## config.mk

```make
export PLATFORM = sky130hd
export DESIGN_NAME = sat_alu
export DESIGN_NICKNAME = d
export VERILOG_FILES = /design/src/rtl/sat_alu.sv
export SDC_FILE = /design/constraint.sdc
export NUM_CORES = 1
export LEC_CHECK = 0
export BUFFER_PORTS_ARGS = -buffer_cell sky130_fd_sc_hd__buf_2
export CAP_MARGIN = 5
export CORE_MARGIN = 2
export CORE_UTILIZATION = 56
export DETAILED_ROUTE_END_ITERATION = 8
export GPL_TIMING_DRIVEN = 0
export PLACE_DENSITY = 0.84
export SLEW_MARGIN = 20
export SYNTH_ARGS = -nofsm -noshare
export SYNTH_HDL_FRONTEND = slang
export SYNTH_SLANG_ARGS = --single-unit
```

## constraint.sdc

```tcl
create_clock -name clk -period 8.8 [get_ports clk]
set_input_delay 1.76 -clock clk [delete_from_list [all_inputs] [get_ports clk]]
set_output_delay 1.76 -clock clk [all_outputs]
set_load 0.05 [all_outputs]
```

## src/rtl/sat_alu.sv

```systemverilog
module sat_alu #(
  parameter int W     = 32,
  parameter int IMM_S = 5,
  parameter int IMM_L = 16
) (
  input  logic             clk,
  input  logic             rst_n,
  input  logic             in_valid,
  input  logic [2:0]       op,
  input  logic [W-1:0]     src_a,
  input  logic [W-1:0]     dst_b,
  input  logic [IMM_L-1:0] imm,
  input  logic             sat_clr,
  output logic             out_valid,
  output logic [W-1:0]     result,
  output logic             flag_z,
  output logic             flag_s,
  output logic             flag_cy,
  output logic             flag_ov,
  output logic             flag_sat
);
  localparam logic [W-1:0] MAX_POS = {1'b0, {(W-1){1'b1}}};
  localparam logic [W-1:0] MAX_NEG = {1'b1, {(W-1){1'b0}}};

  logic [W-1:0] x, y, raw, clamped;
  logic [W:0]   wide;
  logic         is_sub, legal, fire, ov;

  wire [W-1:0] imm_s = {{(W-IMM_S){imm[IMM_S-1]}}, imm[IMM_S-1:0]};
  wire [W-1:0] imm_l = {{(W-IMM_L){imm[IMM_L-1]}}, imm};

  // x is the first addend or the minuend; its sign picks the clamp direction
  always_comb begin
    is_sub = 1'b0;
    legal  = 1'b1;
    x      = src_a;
    y      = dst_b;
    case (op)
      3'd0: begin x = src_a; y = dst_b; end
      3'd1: begin x = imm_s; y = dst_b; end
      3'd2: begin x = dst_b; y = src_a; is_sub = 1'b1; end
      3'd3: begin x = src_a; y = dst_b; is_sub = 1'b1; end
      3'd4: begin x = dst_b; y = imm_l; is_sub = 1'b1; end
      default: legal = 1'b0;
    endcase
  end

  assign wide    = is_sub ? ({1'b0, x} - {1'b0, y}) : ({1'b0, x} + {1'b0, y});
  assign raw     = wide[W-1:0];
  assign ov      = (is_sub ? (x[W-1] != y[W-1]) : (x[W-1] == y[W-1])) && (raw[W-1] != x[W-1]);
  assign clamped = ov ? (x[W-1] ? MAX_NEG : MAX_POS) : raw;
  assign fire    = in_valid && legal;

  always_ff @(posedge clk) begin
    if (!rst_n) begin
      out_valid <= 1'b0;
      result    <= '0;
      flag_z    <= 1'b0;
      flag_s    <= 1'b0;
      flag_cy   <= 1'b0;
      flag_ov   <= 1'b0;
      flag_sat  <= 1'b0;
    end else begin
      out_valid <= fire;
      if (fire) begin
        result  <= clamped;
        flag_z  <= (raw == '0);
        flag_s  <= raw[W-1];
        flag_cy <= wide[W];
        flag_ov <= ov;
      end
      flag_sat <= (flag_sat && !sat_clr) || (fire && ov);
    end
  end

  p_sticky_r9: assert property (@(posedge clk) disable iff (!rst_n)
    flag_sat && !sat_clr |=> flag_sat);
  p_ov_sets_sat_r9: assert property (@(posedge clk) disable iff (!rst_n)
    out_valid && flag_ov |-> flag_sat);
  p_clamp_ends_r5: assert property (@(posedge clk) disable iff (!rst_n)
    out_valid && flag_ov |-> (result == MAX_POS || result == MAX_NEG));
  p_zero_raw_r6: assert property (@(posedge clk) disable iff (!rst_n)
    out_valid && flag_z && !flag_ov |-> result == '0);
  p_sign_raw_r6: assert property (@(posedge clk) disable iff (!rst_n)
    out_valid && !flag_ov |-> flag_s == result[W-1]);
  p_hold_idle_r10: assert property (@(posedge clk) disable iff (!rst_n)
    !in_valid |=> !out_valid && $stable({result, flag_z, flag_s, flag_cy, flag_ov}));
  p_pulse_r4: assert property (@(posedge clk) disable iff (!rst_n)
    in_valid && op > 3'd4 |=> !out_valid);
endmodule

```

==> results by group, run 1 <==
Status
  • Outcome: completed

Place
  • DP Wirelength: 14.9 mm
  • Number of port buffers: 124
  • RePlAce Congestion: 1.02

Yosys
  • Avg Cell Area, Syn: 7.07 sq um
  • Sequential area share after synthesis: 14.3%
  • Post-synth ARST share: 0%
  • Synth area leader: dfxtp_1
  • Synth Cell Area: 5300 sq um
  • Area contributors post-synth: dfxtp_1 14%, ha_1 9.4%, a21oi_1 7.6%
  • Seq cells post-synth: 38
  • Commonest cells in the netlist: 85 x nor2_1, 80 x a21oi_1, 53 x nand2_1
  • Top_reg_cell synth: dfxtp_1
  • Post-Syn Nets: 878
  • Most common cell in the synthesized netlist: nor2_1
  • Number of synthesized flops with an enable pin: 0
  • Synth cell types: 61
  • Fraction of post-synthesis cell area in the top cell type by area: 14.3%
  • Post-Syn Instances: 750
  • Yosys warns: 0

GRT
  • Vias in the first global route: 5,994
  • Wire length of the first global-routing pass: 29.1 mm
  • M1 GR Usage: 47.0%
  • Overflow after GRT: 0
  • Initial antenna violation count: 0
  • GRT met2 Usage: 59.9%
  • Largest net degree at the start of global routing: 13
  • GRT met3 Usage: 2.97%
  • Most crowded layer after global routing: met2
  • GRT Resource Usage Total: 34.8%

Die
  • Initial Util: 57.6%
  • Core ar.: 9200 sq um
  • Row count: 35
  • Die Ht: 101 microns
  • Die Wd: 101 microns
  • Die area: 10,300 sq um
  • Ports: 125

STA
  • Fmax: 0.123 GHz
  • Final setup fails: 0
  • Fin crit period: 8.11 ns
  • Unrepaired setup endpoints after global routing: no
  • Worst relative slew slack: 41.3%
  • Period Utilization, post-route: 92.1%
  • Final Max Tran Viols: 0
  • Worst-Margin Slew: 0.875 ns
  • Final Skew: 0 ns
  • TNS Setup: 0 ns
  • Hold Violations, Final: 0

Detailed routing
  • Vias per cell: 6.45
  • ANT nets after route: 0
  • Vias: 6,400
  • First-pass DRT Iterations: 4
  • DRC: 0
  • DR iter-0 viols: 389
  • WL/cell: 18.4 microns
  • WL final: 18.3 mm

Power
  • Leakage: 2.75 nW
  • P per Cell Area: 195 nW/um^2
  • Total chip power: 1.21 mW
  • VDD IR max: 0.000114 V

Worst setup path
  • CP endpoint kind: flop
  • End of the critical path: result[21]
  • Worst Path Arrival: 8.34 ns
  • Reg2Reg Setup Slack: 8.08 ns
  • WS Path Type: in2reg
  • Worst r2r dst: result[21]
  • R2r worst-path depth: 2
  • CP required: 9.03 ns
  • Setup crit start: op[1]
  • Worst reg2reg startpoint: result[21]
  • Crit start category: input port
  • Worst Path Max Fanout: 10

CTS
  • H-tree depth: 2
  • Buffer count from post-CTS setup fixing: 0
  • Post-cts repair resize count: 0
  • CTS Buf Count: 5
  • CTS Buffer Depth: 2
  • Worst skew pair latency: 0.29 ns
  • CTS root buf: clkbuf_8
  • Post-cts hold buffer count: 0
  • Clk sinks: 38
  • CTS clock-pin slew for the worst setup and hold paths: 0.07 ns
  • CTS tree: built

Cells and area
  • Area Overhead vs Synth: 17.0%
  • Proportion of layout cells with a drive suffix above 1: 16.3%
  • # nets final: 1,009
  • Antenna cell count: 0

Worst hold path
  • HP Start: flag_s
  • Worst min path class: reg2reg

Job
  • Max Cap Viol: 0
area by class of cell:
class                      instances  area, sq um
sequential                        38          761
clock inverter                     2         60.1
tap                              111          139
fill                             823         2990
timing repair buffer             124          621
multi-input combinational        648         4290
buffer                            49          191
clock buffer                       6         82.6
inverter                          15         56.3
layer usage:
metal	up-vias	share of wire [%]	routed length, microns
li1	3104	-	-
met1	2916	44	8090
met2	350	46	8380
met3	30	7.7	1410
met4	0	2.1	386
met5	-	0	0
through the flow:
| stage | cells | util, % | hold slack, ns | setup WS (ns) | instance area, sq um |
|---|---|---|---|---|---|
| global route | 993 | 67.5 | 0.500 | 0.233 | 6200 |
| global placement | 985 | 65.9 | 0.437 | 0.672 | 6060 |
| finish | 993 | 67.5 | 0.478 | 0.692 | 6200 |
| floorplan | 750 | - | 0.672 | 1.94 | 5300 |
| detailed placement | 985 | 65.9 | 0.451 | 0.551 | 6060 |
| CTS | 993 | 67.5 | 0.481 | 0.797 | 6200 |
logic make-up after synthesis:
| group | share of synthesized area (%) |
|---|---|
| and+or+nand+nor | 23.9 |
| AOI/OAI and AO/OA | 37.9 |
| adders and majority gates | 10.0 |
| xor gates and xnor gates | 8.59 |
| DFF | 14.3 |
| buffers and inverters | 4.67 |
| muxes | 0.566 |
registers in the layout (all words and copies together), names as in the netlist:
register   flops
out_valid      1
flag_sat       1
flag_ov        1
result        32
flag_s         1
flag_z         1
flag_cy        1
report_power, final:
part	switching, mW	internal, mW
Combinational	0.525	0.297
Sequential	0.0121	0.196
Clock	0.0601	0.121
cell usage in the layout (no fill, tap or decap), types with 10 or more instances in the layout:
cell      count
a211oi_1     10
a21o_1       32
a21oi_1      80
a221o_1      30
and2_1       12
buf_2       130
clkbuf_1     37
dfxtp_1      38
ha_1         40
inv_1        15
nand2_1      53
nand3b_1     18
nor2_1       85
nor3_1       16
o21ai_0      43
o22a_1       11
o22ai_1      31
xnor2_1      27
xor2_1       25
worst max-delay path, cell delays in order:
cell,delay [ns]
buf_2,0.12
xnor2_1,0.58
nor2_1,0.19
clkbuf_1,0.30
o22ai_1,0.36
ha_1,0.22
inv_1,0.06
nor3_1,0.55
and4_1,0.36
nor2b_1,0.24
nor2_1,0.08
xor2_1,0.16
ha_1,0.42
nand4_1,0.21
or3_1,0.42
o32a_1,0.22
a21boi_1,0.28
o31ai_1,0.18
xor2_1,0.20
o21ai_1,0.73
clkbuf_1,0.40
o22ai_1,0.18
nor2_1,0.11
worst min-delay path by stage:
stage / end / depth (start not counted)
global route: flag_s / 2
finish: flag_s / 2
global placement: flag_z / 2
detailed placement: flag_z / 2
CTS: flag_s / 2
floorplan: flag_z / 2
Power figures use the tool's default switching activity.
==> inputs of run 2 (changes only) <==
--- a/config.mk
+++ b/config.mk
@@ -5,7 +5,7 @@
 export SDC_FILE = /design/constraint.sdc
 export NUM_CORES = 1
 export LEC_CHECK = 0
-export BUFFER_PORTS_ARGS = -buffer_cell sky130_fd_sc_hd__buf_2
+export BUFFER_PORTS_ARGS = -buffer_cell sky130_fd_sc_hd__buf_4
 export CAP_MARGIN = 5
 export CORE_MARGIN = 2
 export CORE_UTILIZATION = 56
==> run 2 against run 1 <==
Effect of this change:
- count of clock-buffer cells in the layout rose by 1
- sequential share of layout area fell by 0.49 points
- final cell count did not move
- via count up 1.3%
- maximum frequency decreased by 0.90%
- setup slack worse by 0.074 ns
- flip-flop and latch count did not move
- total power decreased by 2.6%
- worst hold slack got worse by 0.019 ns
- wire length is 1.0% higher
- critical path type unchanged
- largest cell class unchanged
- highest routed layer unchanged
==> results by group, run 2 (synthesis gave the netlist of run 1 again) <==
Worst setup path
  • CP required: 9.03 ns
  • CP endpoint kind: flop
  • Crit path cell chain: buf_4 > xnor2_1 > nor2_1 > clkbuf_1 > o22ai_1 > ha_1 > inv_1 > nor3_1 > and4_1 > nor2b_1 > nor2_1 > xor2_1 > ha_1 > a21o_1 > a31oi_1 > o21ai_0 > a221o_1 > o31ai_1 > xor2_1 > o21ai_1 > clkbuf_1 > o22ai_1 > nor2_1
  • Most frequent CP cell: nor2_1
  • WS Path Type: in2reg
  • Worst Path Max Fanout: 10
  • Worst path slowest cell: o21ai_1
  • Max stage delay on crit path: 0.67 ns
  • Crit start category: input port
  • Worst Path Arrival: 8.41 ns

GRT
  • Overflow after GRT: 0
  • Wire length of the first global-routing pass: 29.4 mm
  • Vias in the first global route: 6,178
  • Largest net degree at the start of global routing: 12
  • GRT Resource Usage Total: 35.2%
  • Initial antenna violation count: 0

Place
  • Pre-CTS setup slack: 0.551 ns
  • RePlAce Congestion: 1.04
  • DP Wirelength: 15.1 mm
  • Number of port buffers: 124

Die
  • Core ar.: 9200 sq um
  • Die Ht: 101 microns
  • Die Wd: 101 microns
  • Row count: 35
  • Die area: 10,300 sq um
  • Ports: 125
  • Initial Util: 57.6%

CTS
  • Buffer count from post-CTS setup fixing: 0
  • Post-cts hold buffer count: 0
  • CTS tree: built
  • Post-cts repair resize count: 0
  • CTS root buf: clkbuf_8
  • CTS clock-pin slew for the worst setup and hold paths: 0.07 ns
  • Worst skew pair latency: 0.29 ns
  • CTS Buffer Depth: 2
  • Clk sinks: 38
  • H-tree depth: 2
  • CTS Buf Count: 5

Status
  • Outcome: completed

Power
  • P_sw: 599 uW
  • Total chip power: 1.18 mW
  • Logic pwr share: 71.8%
  • P per Cell Area: 183 nW/um^2
  • Reg power frac: 17.8%
  • Internal power: 580 uW
  • Clock power frac: 10.5%
  • Leakage: 2.81 nW
  • Switching Share: 50.8%
  • VDD IR max: 0.0000956 V

STA
  • Final Max Tran Viols: 0
  • Final Skew: 0 ns
  • Worst-Margin Slew: 0.778 ns
  • Period Utilization, post-route: 93.0%
  • Final setup fails: 0
  • Hold Slack: 0.459 ns
  • Hold Violations, Final: 0
  • Worst relative slew slack: 47.8%
  • Fmax: 0.122 GHz
  • Final worst slack: 0.618 ns
  • Unrepaired setup endpoints after global routing: no
  • TNS Setup: 0 ns
  • Fin crit period: 8.18 ns

Cells and area
  • Commonest cells after routing, fill and taps aside: 124 x buf_4, 85 x nor2_1, 80 x a21oi_1, 53 x nand2_1, 43 x o21ai_0
  • Most common cell after layout, fill and taps aside: buf_4
  • # nets final: 1,009
  • Area Overhead vs Synth: 21.9%
  • Top reg by flops: result
  • Proportion of layout cells with a drive suffix above 1: 16.2%
  • Max FFs per register: 32
  • Antenna cell count: 0

Detailed routing
  • DRC: 0
  • WL final: 18.4 mm
  • DR top layer: met4
  • Vias per cell: 6.53
  • ANT nets after route: 0
  • WL/cell: 18.6 microns
  • Metal-1 WL: 7.99 mm
  • DR iter-0 viols: 427
  • Routed wire length on met2: 8.56 mm
  • Vias: 6,485
  • First-pass DRT Iterations: 5
  • Met3 wire length: 1.51 mm

Job
  • Max Cap Viol: 0

Worst hold path
  • Worst min path class: reg2reg
==> run 2: cell count changes in the layout (fill, tap and decap cells not counted) <==
cell / delta
bufinv_16: -2
buf_4: +124
buf_2: -124
clkbuf_1: +1
clkinv_2: +1
==> run 2: final cells by class <==
class	instances	area [sq um]
inverters	15	56.3
plain buffers	49	191
flip-flops and latches	38	761
clock buffers	7	86.3
fillers	790	2730
well taps	111	139
repair buffers	124	931
clock inverters	1	5.00
multi-input cells	648	4290
==> run 2: worst max-delay path: cells and delay by family <==
| kind | cells | cell delay, ns |
|---|---|---|
| adders and majority gates | 2 | 0.62 |
| buffers and inverters | 4 | 0.92 |
| AOI/OAI and AO/OA | 8 | 2.54 |
| xor gates and xnor gates | 3 | 0.95 |
| and+or+nand+nor | 6 | 1.59 |
==> run 2: power groups by stage <==
stage / Sequential (mW) / Combinational [mW] / Clock (mW)
after global placement: 0.212 / 0.803 / 0
after global routing: 0.212 / 0.921 / 0.134
after floorplan: 0.295 / 0.522 / 0
after detailed placement: 0.213 / 0.822 / 0
final: 0.209 / 0.847 / 0.124
after CTS: 0.209 / 0.829 / 0.124
==> run 2: metrics by stage <==
stage | instances | area, sq um | utilization, %
3_5_place_dp | 985 | 6370 | 69.3
6_report | 993 | 6460 | 70.3
4_1_cts | 993 | 6460 | 70.3
3_3_place_gp | 985 | 6370 | 69.3
5_1_grt | 993 | 6460 | 70.3
2_1_floorplan | 750 | 5300 | -
==> run 2: worst paths after layout <==
check	start	end	slack (ns)	cells past startpoint
min	flag_z	flag_z	0.46	2
max	op[1]	result[21]	0.62	23
max reg2reg	result[27]	result[27]	8.09	2
min reg2reg	flag_z	flag_z	0.46	2
==> run 2: per-layer routing <==
layer / global-route usage (%) / up-vias
li1: - / 3106
met1: 46.5 / 2980
met2: 60.8 / 366
met3: 3.04 / 33
met4: 10.7 / 0
met5: 0 / -
